`src/rtl/rst_seq_pkg.sv`:
```
// Shared types for the staged platform reset sequencer.
package rst_seq_pkg;

    // Handshake phase after the internal resets are released.
    typedef enum logic [2:0] {
        HS_IDLE  = 3'd0,   // hold timer still running
        HS_ACK1  = 3'd1,   // "reset done" sent, awaiting acknowledge
        HS_SEND2 = 3'd2,   // processor reset released, issue second request
        HS_ACK2  = 3'd3,   // "processor reset done" sent, awaiting acknowledge
        HS_DONE  = 3'd4    // sequence complete
    } hs_state_e;

endpackage

```
`src/rtl/rst_cycle_counter.sv`:
```
// Saturating cycle counter.
// Counts clock edges since the sequence start and stops at MAX.
// Assumes: clr is the synchronous restart (sequence held in reset).
module rst_cycle_counter #(
    parameter int MAX = 100000,
    parameter int CW  = $clog2(MAX + 1)
) (
    input  logic          clk,
    input  logic          clr,
    output logic [CW-1:0] cnt
);
    localparam logic [CW-1:0] MAX_C = CW'(MAX);

    // Count up from zero, hold at MAX.
    always_ff @(posedge clk) begin
        if (clr)
            cnt <= '0;
        else if (cnt != MAX_C)
            cnt <= cnt + 1'b1;
    end

    // the count advances by one per edge until saturation
    p_cnt_step_r8: assert property (@(posedge clk) disable iff (clr)
        (cnt != MAX_C) |=> (cnt == $past(cnt) + 1'b1));

endmodule

```
`src/rtl/rst_align_gate.sv`:
```
// Clock-alignment release gate.
// Releases the internal resets on the first alignment pulse sampled at or
// after edge MIN_WAIT, or at edge MAX_WAIT if no pulse arrives.
// Assumes: cnt equals the number of edges seen since the sequence start.
module rst_align_gate #(
    parameter int MIN_WAIT = 4,
    parameter int MAX_WAIT = 6,
    parameter int CW       = 8
) (
    input  logic          clk,
    input  logic          clr,
    input  logic [CW-1:0] cnt,
    input  logic          clk_align,
    output logic          released
);
    localparam logic [CW-1:0] MIN_C   = CW'(MIN_WAIT);
    localparam logic [CW-1:0] MAX_C   = CW'(MAX_WAIT);
    localparam logic [CW-1:0] MIN_P1  = CW'(MIN_WAIT + 1);
    localparam logic [CW-1:0] MAX_P1  = CW'(MAX_WAIT + 1);

    logic in_window;
    assign in_window = (cnt >= MIN_C);

    // Latch the release once the window opens and alignment (or timeout) is seen.
    always_ff @(posedge clk) begin
        if (clr)
            released <= 1'b0;
        else if (!released && in_window && (clk_align || cnt >= MAX_C))
            released <= 1'b1;
    end

    // release appears only after edges MIN_WAIT..MAX_WAIT
    p_rel_window_r1: assert property (@(posedge clk) disable iff (clr)
        $rose(released) |-> (cnt >= MIN_P1 && cnt <= MAX_P1));

    // once released the gate stays released within a sequence
    p_rel_sticky_r1: assert property (@(posedge clk) disable iff (clr)
        released |=> released);

endmodule

```
`src/rtl/rst_hs_fsm.sv`:
```
// Processor reset and companion-chip handshake controller.
// After the hold timer expires it sends "reset done", releases the processor
// reset on its acknowledge, then sends "processor reset done".
// Assumes: go is high once internal resets are released and the timer expired.
module rst_hs_fsm
    import rst_seq_pkg::*;
(
    input  logic clk,
    input  logic clr,
    input  logic go,
    input  logic hs_ack,
    output logic cpu_rst_n,
    output logic req_done,
    output logic req_cpu
);
    hs_state_e st;

    // Step through the handshake; strobes default low each cycle.
    always_ff @(posedge clk) begin
        if (clr) begin
            st        <= HS_IDLE;
            cpu_rst_n <= 1'b0;
            req_done  <= 1'b0;
            req_cpu   <= 1'b0;
        end else begin
            req_done <= 1'b0;
            req_cpu  <= 1'b0;
            case (st)
                HS_IDLE: if (go) begin
                    req_done <= 1'b1;
                    st       <= HS_ACK1;
                end
                HS_ACK1: if (hs_ack) begin
                    cpu_rst_n <= 1'b1;
                    st        <= HS_SEND2;
                end
                HS_SEND2: begin
                    req_cpu <= 1'b1;
                    st      <= HS_ACK2;
                end
                HS_ACK2: if (hs_ack) st <= HS_DONE;
                default: ;
            endcase
        end
    end

    // processor reset only leaves reset after the timer expired
    p_cpu_after_timer_r3: assert property (@(posedge clk) disable iff (clr)
        cpu_rst_n |-> go);

    // processor reset rises only on a sampled acknowledge
    p_cpu_on_ack_r4: assert property (@(posedge clk) disable iff (clr)
        $rose(cpu_rst_n) |-> $past(hs_ack));

    // second request follows the processor reset release
    p_req2_order_r5: assert property (@(posedge clk) disable iff (clr)
        req_cpu |-> (cpu_rst_n && $past(cpu_rst_n) && !$past(cpu_rst_n, 2)));

    // request strobes are single-cycle and never overlap
    p_req1_pulse_r9: assert property (@(posedge clk) disable iff (clr)
        req_done |=> !req_done);
    p_req2_pulse_r9: assert property (@(posedge clk) disable iff (clr)
        req_cpu |=> !req_cpu);
    p_req_excl_r9: assert property (@(posedge clk) disable iff (clr)
        $onehot0({req_done, req_cpu}));

endmodule

```
`src/rtl/plat_rst_seq.sv`:
```
// Staged platform reset sequencer (top).
// Restarts whenever the companion reset input or power-good is low, releases
// hard and core resets at a clock-aligned edge, then holds the processor reset
// for CPU_HOLD cycles plus the handshake.
// Assumes: CPU_HOLD > ALIGN_MAX; inputs are synchronous to clk.
module plat_rst_seq #(
    parameter int CPU_HOLD  = 100000,
    parameter int ALIGN_MIN = 4,
    parameter int ALIGN_MAX = 6
) (
    input  logic clk,
    input  logic sys_rst_n,
    input  logic pwr_ok,
    input  logic clk_align,
    input  logic hs_ack,
    output logic hard_rst_n,
    output logic core_rst_n,
    output logic cpu_rst_n,
    output logic hs_req_done,
    output logic hs_req_cpu
);
    localparam int CW = $clog2(CPU_HOLD + 1);
    localparam logic [CW-1:0] HOLD_C = CW'(CPU_HOLD);

    logic          seq_clr;
    logic [CW-1:0] cyc;
    logic          domains_up;
    logic          tmr_hit;

    // Sequence restarts while either upstream condition is missing.
    assign seq_clr = !sys_rst_n || !pwr_ok;

    rst_cycle_counter #(.MAX(CPU_HOLD), .CW(CW)) u_cnt (
        .clk (clk),
        .clr (seq_clr),
        .cnt (cyc)
    );

    rst_align_gate #(.MIN_WAIT(ALIGN_MIN), .MAX_WAIT(ALIGN_MAX), .CW(CW)) u_gate (
        .clk       (clk),
        .clr       (seq_clr),
        .cnt       (cyc),
        .clk_align (clk_align),
        .released  (domains_up)
    );

    // Hold interval reached (counter saturates at CPU_HOLD).
    assign tmr_hit = (cyc == HOLD_C);

    rst_hs_fsm u_hs (
        .clk       (clk),
        .clr       (seq_clr),
        .go        (domains_up && tmr_hit),
        .hs_ack    (hs_ack),
        .cpu_rst_n (cpu_rst_n),
        .req_done  (hs_req_done),
        .req_cpu   (hs_req_cpu)
    );

    // Hard and core resets share the aligned release.
    assign hard_rst_n = domains_up;
    assign core_rst_n = domains_up;

    // a sampled reset or power loss asserts everything on the next cycle
    p_restart_r8: assert property (@(posedge clk)
        seq_clr |=> (!hard_rst_n && !core_rst_n && !cpu_rst_n
                     && !hs_req_done && !hs_req_cpu));

    // processor reset never leaves reset ahead of the internal resets
    p_cpu_after_core_r2: assert property (@(posedge clk) disable iff (seq_clr)
        cpu_rst_n |-> (hard_rst_n && core_rst_n));

endmodule

```
`config.mk`:
```
export PLATFORM = sky130hd
export DESIGN_NAME = plat_rst_seq
export DESIGN_NICKNAME = d
export VERILOG_FILES = /design/src/rtl/rst_seq_pkg.sv /design/src/rtl/rst_cycle_counter.sv /design/src/rtl/rst_align_gate.sv /design/src/rtl/rst_hs_fsm.sv /design/src/rtl/plat_rst_seq.sv
export SDC_FILE = /design/constraint.sdc
export NUM_CORES = 1
export LEC_CHECK = 0
export BUFFER_PORTS_ARGS = -buffer_cell sky130_fd_sc_hd__buf_2
export CAP_MARGIN = 20
export CORE_UTILIZATION = 40
export CTS_CLUSTER_DIAMETER = 120
export DETAILED_ROUTE_END_ITERATION = 8
export PLACE_DENSITY = 0.54
export SYNTH_ARGS = -nofsm -noshare
export SYNTH_HDL_FRONTEND = slang
export SYNTH_SLANG_ARGS = --single-unit
```
`constraint.sdc`:
```
create_clock -name clk -period 1.9 [get_ports clk]
set_input_delay 0 -clock clk [delete_from_list [all_inputs] [get_ports clk]]
set_output_delay 0 -clock clk [all_outputs]
set_load 0.01 [all_outputs]
```
==> impl_metrics.ini <==
[cts]
cts_buffers = 3
cts_root_buffer = clkbuf_4
cts_tree = built
numClockSinks = 24
ctsHtreeMaxLevel = 1
post_cts.resized_instances = 0
cts.hold.buffers_added = 1
insertion_delay_ns = 0.31
cts.path.max_buffers = 2
clkTransAtPathRegs_ns = 0.13
cts_setup_buffers = 0

[final_layout]
num_antenna_cells = 0
layout_commonest_cell = dfxtp_1
final_util_pct = 48.64
final_area_mm2 = 0.001249
fillCellCount = 269
drive_above_1_share_pct = 15.97
nets = 152
final_cell_mix = dfxtp_1, nor2_1, nand2_1
instances_no_fill = 174
syn_to_final_growth_pct = 11.51

[global_route]
grt_max_degree = 20
grt_pass1_wl_mm = 3.553
grt-ovfl-total = 0
antenna_found_initial = 0
grt_pass1_vias = 829
grt_use_total_pct = 16.58

[yosys]
syn-cell-area_mm2 = 0.001120
ys_seq_area_share_pct = 42.91
ys_warn_count = 0
synthArstFlopShare_pct = 0
synthCells = 131
yosysTopAreaCellShare_pct = 42.91
yosys.area.top_type = dfxtp_1
ys_ff_latch = 24
synth_edf_count = 0
synth_nets = 138
ys_types = 32
syn-mean-instance-area_um2 = 8.548
synth_area_leaders = dfxtp_1, nor2_1, xor2_1
synth-main-ff-cell = dfxtp_1

[routing]
initialDrtViolationCount = 25
wl_per_cell_um = 12.71
avgViaCountPerCell = 5.511
vias = 959
postRouteAntennaNets = 0
drt_pass1_iterations = 4
drc = 0
wl_mm = 2.212

[floorplan]
die_w_um = 54.91
die_h_um = 54.91
initial_utilization_pct = 43.62
core_region_area_mm2 = 0.002567
die_area_mm2 = 0.003015
io_pins = 10
rows = 18

[critical_path]
cp.arrival_ns = 1.93
reg2regPathDepth = 4
reg2reg_from = u_cnt.cnt[11]
worst_r2r_endpoint = u_cnt.cnt[1]
cp_max_fo = 5
start_kind = flip-flop
cp_data_required_time_ns = 2.09
worstSetupEndpointType = flip-flop
path_class = flip-flop to flip-flop
r2r_slack_ns = 0.17

[pwr]
power.density_mw_per_mm2 = 642.6
total_leakage_power_nw = 0.4476
irDropWorstVdd_v = 0.0003388

[placed_design]
port_buffers = 9
dpl.cell_count = 169
gp_congestion = 0.7271
placed_area_mm2 = 0.001202
dpl.hpwl_mm = 1.579

[outcome]
status = finished, final reports clean

[timing]
fin_hold_ws_ns = 0.07379
setup_tns_ns = 0
setup_violations = 0
max_slew_margin_pct = 55.98
finalClockSkew_ns = 0.006499
hold_violations = 0
fin_crit_ns = 1.734
rsz0062_at_grt = false
tightest_slew_ns = 0.6588
max_freq_mhz = 576.6
report.final.slew_viol_count = 0
post-route-period-util_pct = 91.27

[worst_hold_path]
hold_depth = 3
min_from = clk_align
min-delay-path-class = input port to flip-flop
min_to = u_gate.released

[job]
max_cap_viol_count = 0
[how the worst max path moves through the flow]
| stage | start | endpoint | slack [ns] | depth (start not counted) |
|---|---|---|---|---|
| final | u_cnt.cnt[11] | u_cnt.cnt[1] | 0.17 | 4 |
| after global placement | u_cnt.cnt[11] | u_cnt.cnt[1] | 0.19 | 4 |
| after CTS | u_cnt.cnt[11] | u_cnt.cnt[1] | 0.15 | 4 |
| after detailed placement | u_cnt.cnt[11] | u_cnt.cnt[1] | 0.17 | 4 |
| after floorplan | u_cnt.cnt[11] | u_cnt.cnt[1] | 0.28 | 4 |
| after global routing | u_cnt.cnt[11] | u_cnt.cnt[1] | 0.07 | 4 |
[critical path, stage by stage, from the launching register on]
cell and delay (ns):
dfxtp_1 0.36, or4_4 0.58, nor4_4 0.40, mux2i_1 0.23
nor2_1 0.05
[Yosys cell counts, types with 3 or more instances]
cell type  count
nor4_1         4
o21ai_0        4
nor2_1        20
and3_1         3
a21oi_1        5
inv_1          4
nand2_1       13
nand3_1        6
dfxtp_1       24
xnor2_1        3
nand4_1        7
nor3_1         5
xor2_1         7
[area by class of cell]
class | instances | area [um2] | share of cell area [%]
Clock buffer | 4 | 36.28 | 2.906
Inverter | 4 | 15.01 | 1.202
Multi-Input combinational cell | 100 | 609.3 | 48.80
Sequential cell | 24 | 480.5 | 38.48
Tap cell | 30 | 37.54 | 3.006
Timing Repair Buffer | 12 | 70.07 | 5.611
[logic make-up after synthesis]
kind of cell	Yosys count	share of synthesized area, %
flops	24	42.90
fa+ha+maj	2	2.234
buf+inv	7	2.682
mux	2	1.788
simple gates	70	33.52
xor+xnor	10	7.822
compound gates	16	9.051
[power breakdown]
group / total (mW) / switching, mW / internal, mW
combinational: 0.0280 / 0.0174 / 0.0106
sequential: 0.509 / 0.00333 / 0.505
clock: 0.266 / 0.149 / 0.117
total: 0.802 / 0.170 / 0.633
[flip-flops by register name, indices dropped and copies added (netlist names)]
| signal | cells |
|---|---|
| u_gate.released | 1 |
| u_hs.req_done | 1 |
| u_hs.req_cpu | 1 |
| u_cnt.cnt | 17 |
| u_hs.cpu_rst_n | 1 |
| u_hs.st | 3 |
[per-stage QoR]
| step | setup slack [ns] | power (mW) |
|---|---|---|
| after global placement | 0.1943 | 0.5463 |
| after detailed placement | 0.1655 | 0.5464 |
| final | 0.1658 | 0.8024 |
| after CTS | 0.1496 | 0.8163 |
| after global routing | 0.06818 | 0.8327 |
| after floorplan | 0.2784 | 0.5361 |
[metal layers]
layer	wire length, um	track usage [%]	part of all wire (%)	up-vias
met4	18	6.250	0.81	0
met5	0	0	0	-
li1	-	-	-	495
met1	1147	20.73	52	440
met2	976	28.51	44	20
met3	70	2.459	3.2	4
No activity file was read; power rests on OpenSTA's default activity.
